===== src/rtl/bce_pkg.sv =====
package bce_pkg;

    localparam int CPU_DW  = 32;
    localparam int HOST_DW = 16;

    // transfer size encodings on the processor side
    localparam logic [1:0] SZ_LONG = 2'b00;
    localparam logic [1:0] SZ_BYTE = 2'b01;
    localparam logic [1:0] SZ_WORD = 2'b10;

    // host cycle phases; each one lasts half a host clock
    typedef enum logic [3:0] {
        ST_IDLE = 4'd0,
        ST_S0   = 4'd1,
        ST_S1   = 4'd2,
        ST_S2   = 4'd3,
        ST_S3   = 4'd4,
        ST_S4   = 4'd5,
        ST_S5   = 4'd6,
        ST_S6   = 4'd7,
        ST_S7   = 4'd8
    } bus_st_e;

endpackage


===== src/rtl/bce_sync.sv =====
module bce_sync #(
    parameter int         W       = 1,
    parameter logic [W-1:0] RST_VAL = '0
) (
    input  logic         clk,
    input  logic         rst_n,
    input  logic [W-1:0] din,
    output logic [W-1:0] dout
);
    logic [W-1:0] st1_d, st1_q, st2_d, st2_q;

    always_comb begin
        st1_d = din;
        st2_d = st1_q;
    end

    always_ff @(posedge clk or negedge rst_n) begin
        if (!rst_n) begin
            st1_q <= RST_VAL;
            st2_q <= RST_VAL;
        end else begin
            st1_q <= st1_d;
            st2_q <= st2_d;
        end
    end

    assign dout = st2_q;
endmodule


===== src/rtl/bce_edge.sv =====
module bce_edge (
    input  logic clk,
    input  logic rst_n,
    input  logic lvl,
    output logic rise,
    output logic fall
);
    logic prev_d, prev_q;

    always_comb begin
        prev_d = lvl;
        rise   = lvl & ~prev_q;
        fall   = ~lvl & prev_q;
    end

    always_ff @(posedge clk or negedge rst_n) begin
        if (!rst_n) prev_q <= 1'b0;
        else        prev_q <= prev_d;
    end
endmodule


===== src/rtl/bce_lanes.sv =====
module bce_lanes
    import bce_pkg::*;
(
    input  logic [1:0]         size,
    input  logic               addr0,
    input  logic               half,
    input  logic [CPU_DW-1:0]  wdata,
    input  logic [HOST_DW-1:0] rd_hi,
    input  logic [HOST_DW-1:0] rd_lo,
    output logic               up_en,
    output logic               lo_en,
    output logic [HOST_DW-1:0] dout,
    output logic [CPU_DW-1:0]  asm_rdata
);
    localparam int BW = HOST_DW / 2;

    always_comb begin
        up_en = 1'b1;
        lo_en = 1'b1;
        if (size == SZ_BYTE) begin
            up_en = ~addr0;
            lo_en = addr0;
        end

        case (size)
            SZ_LONG: dout = half ? wdata[HOST_DW-1:0] : wdata[CPU_DW-1:HOST_DW];
            SZ_WORD: dout = wdata[HOST_DW-1:0];
            default: dout = {wdata[BW-1:0], wdata[BW-1:0]};
        endcase

        case (size)
            SZ_LONG: asm_rdata = {rd_hi, rd_lo};
            SZ_WORD: asm_rdata = {{(CPU_DW-HOST_DW){1'b0}}, rd_lo};
            default: asm_rdata = {{(CPU_DW-BW){1'b0}},
                                  addr0 ? rd_lo[BW-1:0] : rd_lo[HOST_DW-1:BW]};
        endcase
    end
endmodule


===== src/rtl/bce_seq.sv =====
module bce_seq
    import bce_pkg::*;
#(
    parameter int AW = 24
) (
    input  logic               clk,
    input  logic               rst_n,
    input  logic               hrise,
    input  logic               hfall,
    input  logic               bg_n_s,
    input  logic               dtack_n_s,
    input  logic               cpu_req,
    input  logic [AW-1:0]      cpu_addr,
    input  logic               cpu_we,
    input  logic [1:0]         cpu_size,
    input  logic [CPU_DW-1:0]  cpu_wdata,
    input  logic [HOST_DW-1:0] host_din,
    input  logic [CPU_DW-1:0]  asm_rdata,
    output logic               br_q,
    output logic               owned_q,
    output bus_st_e            st_q,
    output logic               half_q,
    output logic [AW-1:0]      addr_q,
    output logic               we_q,
    output logic [1:0]         size_q,
    output logic [CPU_DW-1:0]  wdata_q,
    output logic [HOST_DW-1:0] rd_hi_q,
    output logic [HOST_DW-1:0] rd_lo_q,
    output logic [CPU_DW-1:0]  rdata_q,
    output logic               ack_q
);
    typedef struct packed {
        logic               br;
        logic               owned;
        bus_st_e            st;
        logic               half;
        logic [AW-1:0]      addr;
        logic               we;
        logic [1:0]         size;
        logic [CPU_DW-1:0]  wdata;
        logic [HOST_DW-1:0] rd_hi;
        logic [HOST_DW-1:0] rd_lo;
        logic [CPU_DW-1:0]  rdata;
        logic               ack;
    } seq_t;

    seq_t r_d, r_q;

    always_comb begin
        r_d     = r_q;
        r_d.ack = 1'b0;
        r_d.br  = 1'b1;

        if (!r_q.owned) begin
            // take the bus first, then let the processor out of reset
            if (r_q.br && !bg_n_s) r_d.owned = 1'b1;
        end else begin
            unique case (r_q.st)
                ST_IDLE: begin
                    if (hrise) begin
                        if (r_q.half) begin
                            r_d.st = ST_S0;
                        end else if (cpu_req && !r_q.ack) begin
                            r_d.st    = ST_S0;
                            r_d.addr  = cpu_addr;
                            r_d.we    = cpu_we;
                            r_d.size  = cpu_size;
                            r_d.wdata = cpu_wdata;
                        end
                    end
                end
                ST_S0: if (hfall) r_d.st = ST_S1;
                ST_S1: if (hrise) r_d.st = ST_S2;
                ST_S2: if (hfall) r_d.st = ST_S3;
                ST_S3: if (hrise) r_d.st = ST_S4;
                ST_S4: if (hfall && !dtack_n_s) r_d.st = ST_S5;
                ST_S5: if (hrise) r_d.st = ST_S6;
                ST_S6: begin
                    if (hfall) begin
                        r_d.st = ST_S7;
                        if (r_q.size == SZ_LONG && !r_q.half) r_d.rd_hi = host_din;
                        else                                  r_d.rd_lo = host_din;
                    end
                end
                ST_S7: begin
                    if (hrise) begin
                        r_d.st = ST_IDLE;
                        if (r_q.size == SZ_LONG && !r_q.half) begin
                            r_d.half = 1'b1;
                        end else begin
                            r_d.half  = 1'b0;
                            r_d.ack   = 1'b1;
                            r_d.rdata = asm_rdata;
                        end
                    end
                end
                default: r_d.st = ST_IDLE;
            endcase
        end
    end

    always_ff @(posedge clk or negedge rst_n) begin
        if (!rst_n) r_q <= '0;
        else        r_q <= r_d;
    end

    assign br_q    = r_q.br;
    assign owned_q = r_q.owned;
    assign st_q    = r_q.st;
    assign half_q  = r_q.half;
    assign addr_q  = r_q.addr;
    assign we_q    = r_q.we;
    assign size_q  = r_q.size;
    assign wdata_q = r_q.wdata;
    assign rd_hi_q = r_q.rd_hi;
    assign rd_lo_q = r_q.rd_lo;
    assign rdata_q = r_q.rdata;
    assign ack_q   = r_q.ack;
endmodule


===== src/rtl/bce_bridge.sv =====
module bce_bridge
    import bce_pkg::*;
#(
    parameter int AW = 24
) (
    input  logic               clk,
    input  logic               rst_n,
    input  logic               hclk,
    output logic               host_br_n,
    input  logic               host_bg_n,
    output logic               host_own,
    output logic               cpu_rst_n,
    input  logic               cpu_req,
    input  logic [AW-1:0]      cpu_addr,
    input  logic               cpu_we,
    input  logic [1:0]         cpu_size,
    input  logic [CPU_DW-1:0]  cpu_wdata,
    output logic [CPU_DW-1:0]  cpu_rdata,
    output logic               cpu_ack,
    output logic [AW-1:1]      host_addr,
    output logic               host_as_n,
    output logic               host_uds_n,
    output logic               host_lds_n,
    output logic               host_rw,
    output logic               host_doe,
    output logic [HOST_DW-1:0] host_dout,
    input  logic [HOST_DW-1:0] host_din,
    input  logic               host_dtack_n
);
    logic [2:0]         sync_out;
    logic               hclk_s, dtack_n_s, bg_n_s;
    logic               hclk_rise, hclk_fall;
    logic               br_q, owned_q, half_q, we_q, ack_q;
    bus_st_e            st_q;
    logic [AW-1:0]      addr_q;
    logic [1:0]         size_q;
    logic [CPU_DW-1:0]  wdata_q, rdata_q, asm_rdata;
    logic [HOST_DW-1:0] rd_hi_q, rd_lo_q, lane_dout;
    logic               up_en, lo_en;
    logic               as_act, ds_act, drive_act;

    bce_sync #(.W(3), .RST_VAL(3'b110)) u_sync (
        .clk  (clk),
        .rst_n(rst_n),
        .din  ({host_bg_n, host_dtack_n, hclk}),
        .dout (sync_out)
    );
    assign {bg_n_s, dtack_n_s, hclk_s} = sync_out;

    bce_edge u_edge (
        .clk  (clk),
        .rst_n(rst_n),
        .lvl  (hclk_s),
        .rise (hclk_rise),
        .fall (hclk_fall)
    );

    bce_seq #(.AW(AW)) u_seq (
        .clk      (clk),
        .rst_n    (rst_n),
        .hrise    (hclk_rise),
        .hfall    (hclk_fall),
        .bg_n_s   (bg_n_s),
        .dtack_n_s(dtack_n_s),
        .cpu_req  (cpu_req),
        .cpu_addr (cpu_addr),
        .cpu_we   (cpu_we),
        .cpu_size (cpu_size),
        .cpu_wdata(cpu_wdata),
        .host_din (host_din),
        .asm_rdata(asm_rdata),
        .br_q     (br_q),
        .owned_q  (owned_q),
        .st_q     (st_q),
        .half_q   (half_q),
        .addr_q   (addr_q),
        .we_q     (we_q),
        .size_q   (size_q),
        .wdata_q  (wdata_q),
        .rd_hi_q  (rd_hi_q),
        .rd_lo_q  (rd_lo_q),
        .rdata_q  (rdata_q),
        .ack_q    (ack_q)
    );

    bce_lanes u_lanes (
        .size     (size_q),
        .addr0    (addr_q[0]),
        .half     (half_q),
        .wdata    (wdata_q),
        .rd_hi    (rd_hi_q),
        .rd_lo    (rd_lo_q),
        .up_en    (up_en),
        .lo_en    (lo_en),
        .dout     (lane_dout),
        .asm_rdata(asm_rdata)
    );

    always_comb begin
        as_act    = st_q inside {ST_S2, ST_S3, ST_S4, ST_S5, ST_S6};
        // write strobes wait until the data has settled on the bus
        ds_act    = we_q ? (st_q inside {ST_S4, ST_S5, ST_S6}) : as_act;
        drive_act = st_q inside {ST_S3, ST_S4, ST_S5, ST_S6, ST_S7};

        host_br_n  = ~br_q;
        host_own   = owned_q;
        cpu_rst_n  = owned_q;
        host_as_n  = ~as_act;
        host_uds_n = ~(ds_act & up_en);
        host_lds_n = ~(ds_act & lo_en);
        host_rw    = ~(we_q & (st_q != ST_IDLE));
        host_doe   = owned_q & we_q & drive_act;
        host_dout  = lane_dout;
        host_addr  = {addr_q[AW-1:2], (size_q == SZ_LONG) ? half_q : addr_q[1]};
        cpu_ack    = ack_q;
        cpu_rdata  = rdata_q;
    end
endmodule


===== config.mk =====
export PLATFORM = sky130hd
export DESIGN_NAME = bce_bridge
export DESIGN_NICKNAME = d
export VERILOG_FILES = /design/src/rtl/bce_pkg.sv /design/src/rtl/bce_sync.sv /design/src/rtl/bce_edge.sv /design/src/rtl/bce_lanes.sv /design/src/rtl/bce_seq.sv /design/src/rtl/bce_bridge.sv
export SDC_FILE = /design/constraint.sdc
export NUM_CORES = 1
export LEC_CHECK = 0
export CAP_MARGIN = 25
export CORE_MARGIN = 4
export CORE_UTILIZATION = 40
export DETAILED_ROUTE_END_ITERATION = 12
export GPL_TIMING_DRIVEN = 0
export PLACE_DENSITY = 0.75
export SYNTH_ARGS = -nofsm -noshare
export SYNTH_HDL_FRONTEND = slang
export SYNTH_SLANG_ARGS = --single-unit

===== constraint.sdc =====
create_clock -name clk -period 2.3 [get_ports clk]
set_clock_uncertainty 0.15 [all_clocks]
set_input_delay 0.46 -clock clk [delete_from_list [all_inputs] [get_ports clk]]
set_output_delay 0.46 -clock clk [all_outputs]
set_load 0.01 [all_outputs]

# ---- Word-level counts from Yosys, hierarchy flattened
# Cells that the tools add are included.
dict set report totals {
  ff_bits 138
  word_cells 99
}
dict set report classes {
  bitwise 17
  eq_ne 20
  n_mux 27
  reduce_logical 20
}
# operator n
set op_table {}
lappend op_table {{32-bit case mux with 2 select lines} 1}
lappend op_table {{4-bit two-way mux} 10}
lappend op_table {{4-bit case mux with 9 select lines} 1}
lappend op_table {{16-bit case mux with 2 select lines} 1}
lappend op_table {{4-bit by 3-bit == test with 1-bit output (second input constant)} 4}
lappend op_table {{16-bit two-way mux} 1}
lappend op_table {{4-bit AND reduction} 3}
lappend op_table {{1-bit two-way mux} 11}
lappend op_table {{11-bit AND reduction} 1}
lappend op_table {{2-bit inequality test (second input constant)} 5}
lappend op_table {{1-bit inverter} 10}
lappend op_table {{5-bit nonzero test} 2}
lappend op_table {{4-bit by 2-bit == test with 1-bit output (second input constant)} 2}
lappend op_table {{8-bit two-way mux} 1}
lappend op_table {{2-bit by 1-bit inequality test with 1-bit output (second input constant)} 4}
lappend op_table {{1-bit bitwise AND} 7}
lappend op_table {{5-bit two-way mux} 1}
lappend op_table {{5-bit AND reduction} 1}
lappend op_table {{4-bit by 1-bit == test with 1-bit output (second input constant)} 1}
lappend op_table {{4-bit == test (second input constant)} 1}
lappend op_table {{1-bit logical AND} 4}
lappend op_table {{1-bit zero test} 4}
lappend op_table {{4-bit zero test} 1}
lappend op_table {{4-bit nonzero test} 1}
lappend op_table {{6 further kinds} 6}

# ---- Logic depth before layout (Yosys ltp)
# Gate-level depths: netlist of run 1.
dict set report logic_depth {
  depth_word 6
  mapped_depth 6
  depth_no_buf 4
}

# ---- Modules after synthesis
# Synthesis of run 1 repeated with hierarchy kept, for this count alone.
dict set report hier_totals {
  hier_cells 411
  area_unflattened_um2 5919.4
}
# module area_each_um2 instances seq_area_each_um2 cells_each
set modules_own_cells {}
lappend modules_own_cells {bce_seq 4967.3 1 3278.1 301}
lappend modules_own_cells {bce_lanes 638.1 1 0.0 86}
lappend modules_own_cells {bce_sync 155.1 1 155.1 6}
lappend modules_own_cells {bce_bridge 118.9 1 0.0 15}
lappend modules_own_cells {bce_edge 40.0 1 25.0 3}

# ---- Worst setup path after synthesis of run 1
# No wires, ideal clock.
dict set report synth_path {
  path_kind {reg2out}
  startpoint {reg u_seq.r_q, in the netlist u_seq.size_q[1]}
  endpoint {out host_dout[0]}
  stages_incl_launch_ff 5
  slack_ps 112
  t_arrival_ps 1578
  n_path_buf 2
  cell_sequence {dfrtp_1 -> clkbuf_1 -> nor3_2 -> clkbuf_1 -> mux2_2}
}
dict set report synth_via {
  elab_chain_cells 2
}
# element line
set synth_lines {}
lappend synth_lines {{start: declaration} bce_seq.sv:47} ;# seq_t r_d, r_q;
lappend synth_lines {{start signal: assignment} bce_seq.sv:104} ;# else r_q <= r_d;
lappend synth_lines {{2-bit == test / 2-bit zero test (equally long branches)} bce_lanes.sv:25} ;# case (size)
lappend synth_lines {{16-bit case mux with 2 select lines *} bce_lanes.sv:25}
lappend synth_lines {{end: declaration} bce_bridge.sv:26} ;# output logic [HOST_DW-1:0] host_dout,
# Mark *: on every way between the ends. The rest lies on a longest branch, timed or not.

# ---- Final worst setup path of run 1
dict set report layout_path {
  startpoint {reg u_seq.r_q, in the netlist u_seq.size_q[1]}
  endpoint {out host_dout[1]}
}
# Same word-level chain as after synthesis.

==> flow_metrics.py, run 1 <==
metrics = {
    "grt": {
        "grt_max_degree": 73,
        "grt_overflow_total": 0,
        "track_usage": 0.192,
        "grt_pass1_wl_mm": 24.9,
        "grt_pass1_vias": 4796,
        "antenna_found_initial": 0,
    },
    "die": {
        "num_rows": 44,
        "die_h_um": 130,
        "start_util": 0.410,
        "die_w_um": 130,
        "io-pin-count": 161,
        "core-area_sq_um": 14500,
        "die_area_sq_um": 16900,
    },
    "detailed_routing": {
        "routed_wl_mm": 15.7,
        "drc": 0,
        "vias": 4301,
        "initialDrtViolationCount": 169,
        "wl_met1_mm": 6.47,
        "wl_per_cell_um": 17.9,
        "top_layer": "met4",
        "wl_met2_mm": 7.90,
        "ant_nets": 0,
        "met3_length_um": 945,
        "drtPass1Iterations": 4,
        "routed_via_density": 4.92,
    },
    "synthesis": {
        "ys_async_sr_fraction": 1.00,
        "ys_types": 37,
        "ys.flop_type": "dfrtp_1",
        "avgSynthCellArea_sq_um": 12.8,
        "synth_edf_count": 0,
        "synthCells": 465,
        "synth_seq_cells": 138,
        "yosysWarnings": 0,
        "synth_seq_area_share": 0.581,
        "synth.cell_area_sq_um": 5960,
        "synth_fp_nets": 546,
    },
    "sta": {
        "finalCritPeriodShare": 1.07,
        "grt_setup_unrepaired": "yes",
        "max-slew-margin-rel": 0.556,
        "fmax_ghz": 0.405,
        "hold_slack_ns": 0.205,
        "setup_tns_ns": -1.65,
        "worst_slew_pin_slew_ns": 0.666,
        "hold_viol": 0,
        "fin_crit_ns": 2.47,
        "finalSetupViolCount": 17,
        "drv_slew": 0,
        "finalWorstSetupSlack_ns": -0.168,
    },
    "hold_path": {
        "hold_class": "register to register",
    },
    "clock_network": {
        "clk_pin_slew_ns": 0.06,
        "numCtsBuffers": 17,
        "clock_sinks": 138,
        "cts_buffer_depth": 2,
        "cts_htree_levels": 4,
        "cts_tree": "yes",
        "clock_latency_ns": 0.42,
        "cts-root-buf": "clkbuf_16",
    },
    "final_layout": {
        "fin_nets": 758,
        "post-route-cell-area_sq_um": 8860,
        "layout_common_cells": "clkdlybuf4s50_1 (137), dfrtp_1 (128), mux2_2 (91), buf_4 (48), o21ai_0 (22)",
        "antennaDiodeCount": 0,
        "fin_cells": 874,
        "drive_above_1_share": 0.370,
        "final_core_util": 0.610,
        "syn2layout_area_growth_pct": 48.8,
        "mostFrequentLayoutCell": "clkdlybuf4s50_1",
    },
    "worst_setup_path": {
        "cp-start-kind": "register",
        "worstPathArrival_ns": 1.86,
        "crit_type": "register to primary output",
        "worstPathMaxFanout": 3,
        "end_kind": "primary output",
        "cp.required_ns": 1.69,
    },
    "job": {
        "max_cap_viol_count": 0,
    },
    "placement": {
        "globalplace.congestion": 0.808,
        "dpl-instance-area_sq_um": 7820,
        "place_inst": 810,
        "portBuffers": 160,
        "dp_hpwl_mm": 10.9,
    },
    "status": {
        "violations": "negative setup slack",
        "status": "finished, violations left",
    },
    "power_and_ir_drop": {
        "ir_drop_v": 0.000665,
        "p_per_area_nw_per_um2": 1360,
        "p_leak_uw": 0.00406,
    },
}
[metal layers]
metal  up-vias  track usage
met1      2124        0.234
met2       139        0.323
met4         0       0.0758
met3        29       0.0557
li1       2009            -
met5         -            0
[final cells by class]
cell class                      instances  area, sq um
Multi-Input combinational cell        260         2190
Sequential cell                       138         3470
Fill cell                            1126         5670
Buffer                                 44          335
Clock buffer                           19          443
Clock inverter                         13          213
Timing Repair Buffer                  195         1910
Tap cell                              184          230
Inverter                               21         78.8
[what timing repair did]
action,4_1_cts,5_1_grt
hold buffers,1,0
setup endpoints to repair,22,42
buffers inserted,20,12
pin swaps,6,5
gates cloned,1,0
hold endpoints to repair,67,0
resized for setup,146,11
[worst paths after layout]
check | from | end | slack [ns] | cells after the start
max | u_seq.size_q[1]$_DFFE_PN0P_ | host_dout[1] | -0.17 | 5
min | u_sync.st1_q[2]$_DFF_PN1_ | u_sync.dout[2]$_DFF_PN1_ | 0.20 | 0
max reg2reg | u_seq.st_q[2]$_DFFE_PN0P_ | u_seq.rd_hi_q[7]$_DFFE_PN0P_ | 0.12 | 6
min reg2reg | u_sync.st1_q[2]$_DFF_PN1_ | u_sync.dout[2]$_DFF_PN1_ | 0.20 | 0
max in group asynchronous | rst_n | u_seq.addr_q[16]$_DFFE_PN0P_ | 0.76 | 3
min in group asynchronous | rst_n | u_seq.rdata_q[6]$_DFFE_PN0P_ | 0.48 | 2
[logic make-up (layout without fill, tap and decap cells)]
family	Yosys count	in the layout	share of synthesized area
AO/OA/AOI/OAI	65	65	0.0616
other	1	1	0.000630
AND/OR/NAND/NOR	77	77	0.0754
flip-flops	138	138	0.581
buffers and inverters	67	292	0.0634
multiplexers	117	117	0.218
[cells in the mapped netlist (2+ instances only)]
cell type    n  area, sq um
nor3_4       2         32.5
a21oi_1     10         50.1
nor2_1      16         60.1
mux2i_1     17          170
inv_1       21         78.8
clkbuf_1     7         26.3
o21bai_1     2         15.0
mux2_2      99         1110
nor2b_1      5         31.3
o21ai_0     31          155
o21ai_1     10         50.1
nand2_1     21         78.8
nand3_1     16         80.1
nand2b_1     5         31.3
nor2_2       2         12.5
dfstp_2      4          105
a22oi_1      8         60.1
buf_2       10         50.1
buf_6        2         22.5
nor4_4       2         42.5
buf_4       26          195
dfrtp_1    134         3350
[state kept, by name, summed over array words and instances (netlist names), 2 cells and up]
register and cells:
u_seq.addr_q 24, u_sync.st1_q 3, u_seq.st_q 4, u_seq.rd_hi_q 16
u_seq.rdata_q 32, u_sync.dout 3, u_seq.rd_lo_q 16, u_seq.size_q 2
u_seq.wdata_q 32
[critical path: stages (launching register included)]
cell      delay [ns]
dfrtp_2         0.44
nor3_4          0.29
clkbuf_8        0.19
buf_6           0.11
mux2_4          0.30
buf_6           0.12
[stage by stage]
stage,total power (uW),setup WS (ns)
2_1_floorplan,6110,0.112
3_3_place_gp,7990,-4.64
3_5_place_dp,8160,-0.758
4_1_cts,12000,-0.228
5_1_grt,12700,-0.227
6_report,12000,-0.168
[power by group]
group	switching (uW)	total, uW	internal (uW)	leakage (uW)
combinational	2070	5200	3120	0.00201
sequential	560	3830	3270	0.00173
clock	1050	3020	1970	0.000323
total	3690	12000	8360	0.00406
Note: power is estimated with default switching activity, not from simulation.
==> run 2: changes to the inputs <==
Settings changed: TNS_END_PERCENT set to 50.
==> run 2 against run 1 <==
Effect of this change:
- the flow still finishes with violations (negative setup slack)
- combinational power shrank 2%
- highest routed layer unchanged
- die area stayed put
- critical endpoint unchanged
- wire length down 0.70%
- critical path type unchanged
- cell count is 0.34% lower
- core utilization shrank 0.086 points
==> flow_metrics.py, run 2 (same netlist as run 1, synthesis figures left out) <==
metrics = {
    "die": {
        "die_area_sq_um": 16900,
        "num_rows": 44,
        "io-pin-count": 161,
        "die_w_um": 130,
        "start_util": 0.410,
        "die_h_um": 130,
        "core-area_sq_um": 14500,
    },
    "clock_network": {
        "cts-root-buf": "clkbuf_16",
        "clk_pin_slew_ns": 0.06,
        "numCtsBuffers": 17,
        "clock_sinks": 138,
        "cts_htree_levels": 4,
        "clock_latency_ns": 0.41,
        "cts_tree": "yes",
        "cts_buffer_depth": 2,
    },
    "grt": {
        "antenna_found_initial": 0,
        "track_usage": 0.191,
        "grt_pass1_vias": 4748,
        "grt_pass1_wl_mm": 24.8,
        "grt_max_degree": 73,
        "grt_overflow_total": 0,
    },
    "sta": {
        "finalCritPeriodShare": 1.08,
        "drv_slew": 0,
        "finalSetupViolCount": 13,
        "grt_setup_unrepaired": "yes",
        "hold_slack_ns": 0.205,
        "setup_tns_ns": -1.35,
        "fin_crit_ns": 2.48,
        "worst_slew_pin_slew_ns": 0.663,
        "max-slew-margin-rel": 0.558,
        "fmax_ghz": 0.404,
        "finalWorstSetupSlack_ns": -0.176,
        "hold_viol": 0,
    },
    "final_layout": {
        "drive_above_1_share": 0.367,
        "mostFrequentLayoutCell": "clkdlybuf4s50_1",
        "fin_cells": 871,
        "multi_input_area_sq_um": 2190,
        "fillers": 1127,
        "fin_nets": 755,
        "post-route-cell-area_sq_um": 8850,
        "syn2layout_area_growth_pct": 48.6,
        "ff_latch_area_sq_um": 3460,
        "layout_common_cells": "clkdlybuf4s50_1 (137), dfrtp_1 (129), mux2_2 (91), buf_4 (46), o21ai_0 (23)",
        "antennaDiodeCount": 0,
    },
    "detailed_routing": {
        "routed_wl_mm": 15.5,
        "ant_nets": 0,
        "wl_per_cell_um": 17.9,
        "drtPass1Iterations": 6,
        "drc": 0,
        "initialDrtViolationCount": 180,
        "vias": 4308,
        "routed_via_density": 4.95,
    },
    "worst_setup_path": {
        "cp-start-kind": "register",
        "worstPathMaxFanout": 3,
        "worstPathArrival_ns": 1.87,
        "cp.required_ns": 1.69,
        "crit_type": "register to primary output",
        "end_kind": "primary output",
    },
    "power_and_ir_drop": {
        "ir_drop_v": 0.000688,
        "p_per_area_nw_per_um2": 1360,
        "p_leak_uw": 0.00406,
        "total_power_uw": 12000,
    },
    "placement": {
        "portBuffers": 160,
        "globalplace.congestion": 0.808,
        "dpl-instance-area_sq_um": 7820,
        "dp_hpwl_mm": 10.9,
        "place_inst": 810,
    },
    "hold_path": {
        "hold_class": "register to register",
    },
    "job": {
        "max_cap_viol_count": 0,
    },
    "status": {
        "violations": "negative setup slack",
        "status": "finished, violations left",
    },
}
-- run 2: final timing paths --
| kind | start | to | slack (ns) | cells after the start |
|---|---|---|---|---|
| hold / removal | u_sync.st1_q[2]$_DFF_PN1_ | u_sync.dout[2]$_DFF_PN1_ | 0.20 | 0 |
| max in group asynchronous | rst_n | u_seq.addr_q[16]$_DFFE_PN0P_ | 0.76 | 3 |
| hold reg to reg | u_sync.st1_q[2]$_DFF_PN1_ | u_sync.dout[2]$_DFF_PN1_ | 0.20 | 0 |
| setup / recovery | u_seq.size_q[1]$_DFFE_PN0P_ | host_dout[1] | -0.18 | 5 |
| min in group asynchronous | rst_n | u_seq.rdata_q[6]$_DFFE_PN0P_ | 0.48 | 2 |
| setup reg to reg | u_seq.st_q[0]$_DFFE_PN0P_ | u_seq.rdata_q[5]$_DFFE_PN0P_ | 0.09 | 6 |
-- run 2: cell type report --
type / count / share of cell area
Buffer: 44 / 0.0400
Clock buffer: 19 / 0.0500
Clock inverter: 13 / 0.0240
Inverter: 21 / 0.00891
Multi-Input combinational cell: 260 / 0.248
Sequential cell: 138 / 0.391
Tap cell: 184 / 0.0260
Timing Repair Buffer: 192 / 0.212
-- run 2: worst max-delay path, stage by stage (launching register included) --
cell      delay [ns]
dfrtp_2         0.45
nor3_4          0.29
clkbuf_8        0.19
buf_6           0.10
mux2_4          0.30
buf_6           0.12
-- run 2: routing by layer --
layer	wire, um	vias to the layer above	track usage
met2	7900	133	0.320
li1	-	2008	-
met4	304	0	0.0752
met1	6430	2143	0.235
met5	0	-	0
met3	913	24	0.0549
-- run 2: timing repair --
| action | CTS | global route |
|---|---|---|
| pin swaps | 6 | 5 |
| endpoints found under the setup margin | 22 | 44 |
| hold buffers | 1 | 0 |
| gates cloned | 1 | 0 |
| hold endpoints to repair | 67 | 0 |
| setup buffers | 16 | 13 |
| resized for setup | 128 | 31 |
-- run 2: power by group --
group          internal (uW)  switching, uW
clock network           1970           1050
registers               3270            590
logic                   3100           2030
total                   8330           3660
-- run 2: metrics by stage --
stage,utilization,setup WS (ns)
3_3_place_gp,0.536,-4.64
5_1_grt,0.609,-0.250
3_5_place_dp,0.538,-0.758
2_1_floorplan,-,0.112
4_1_cts,0.601,-0.228
6_report,0.609,-0.176
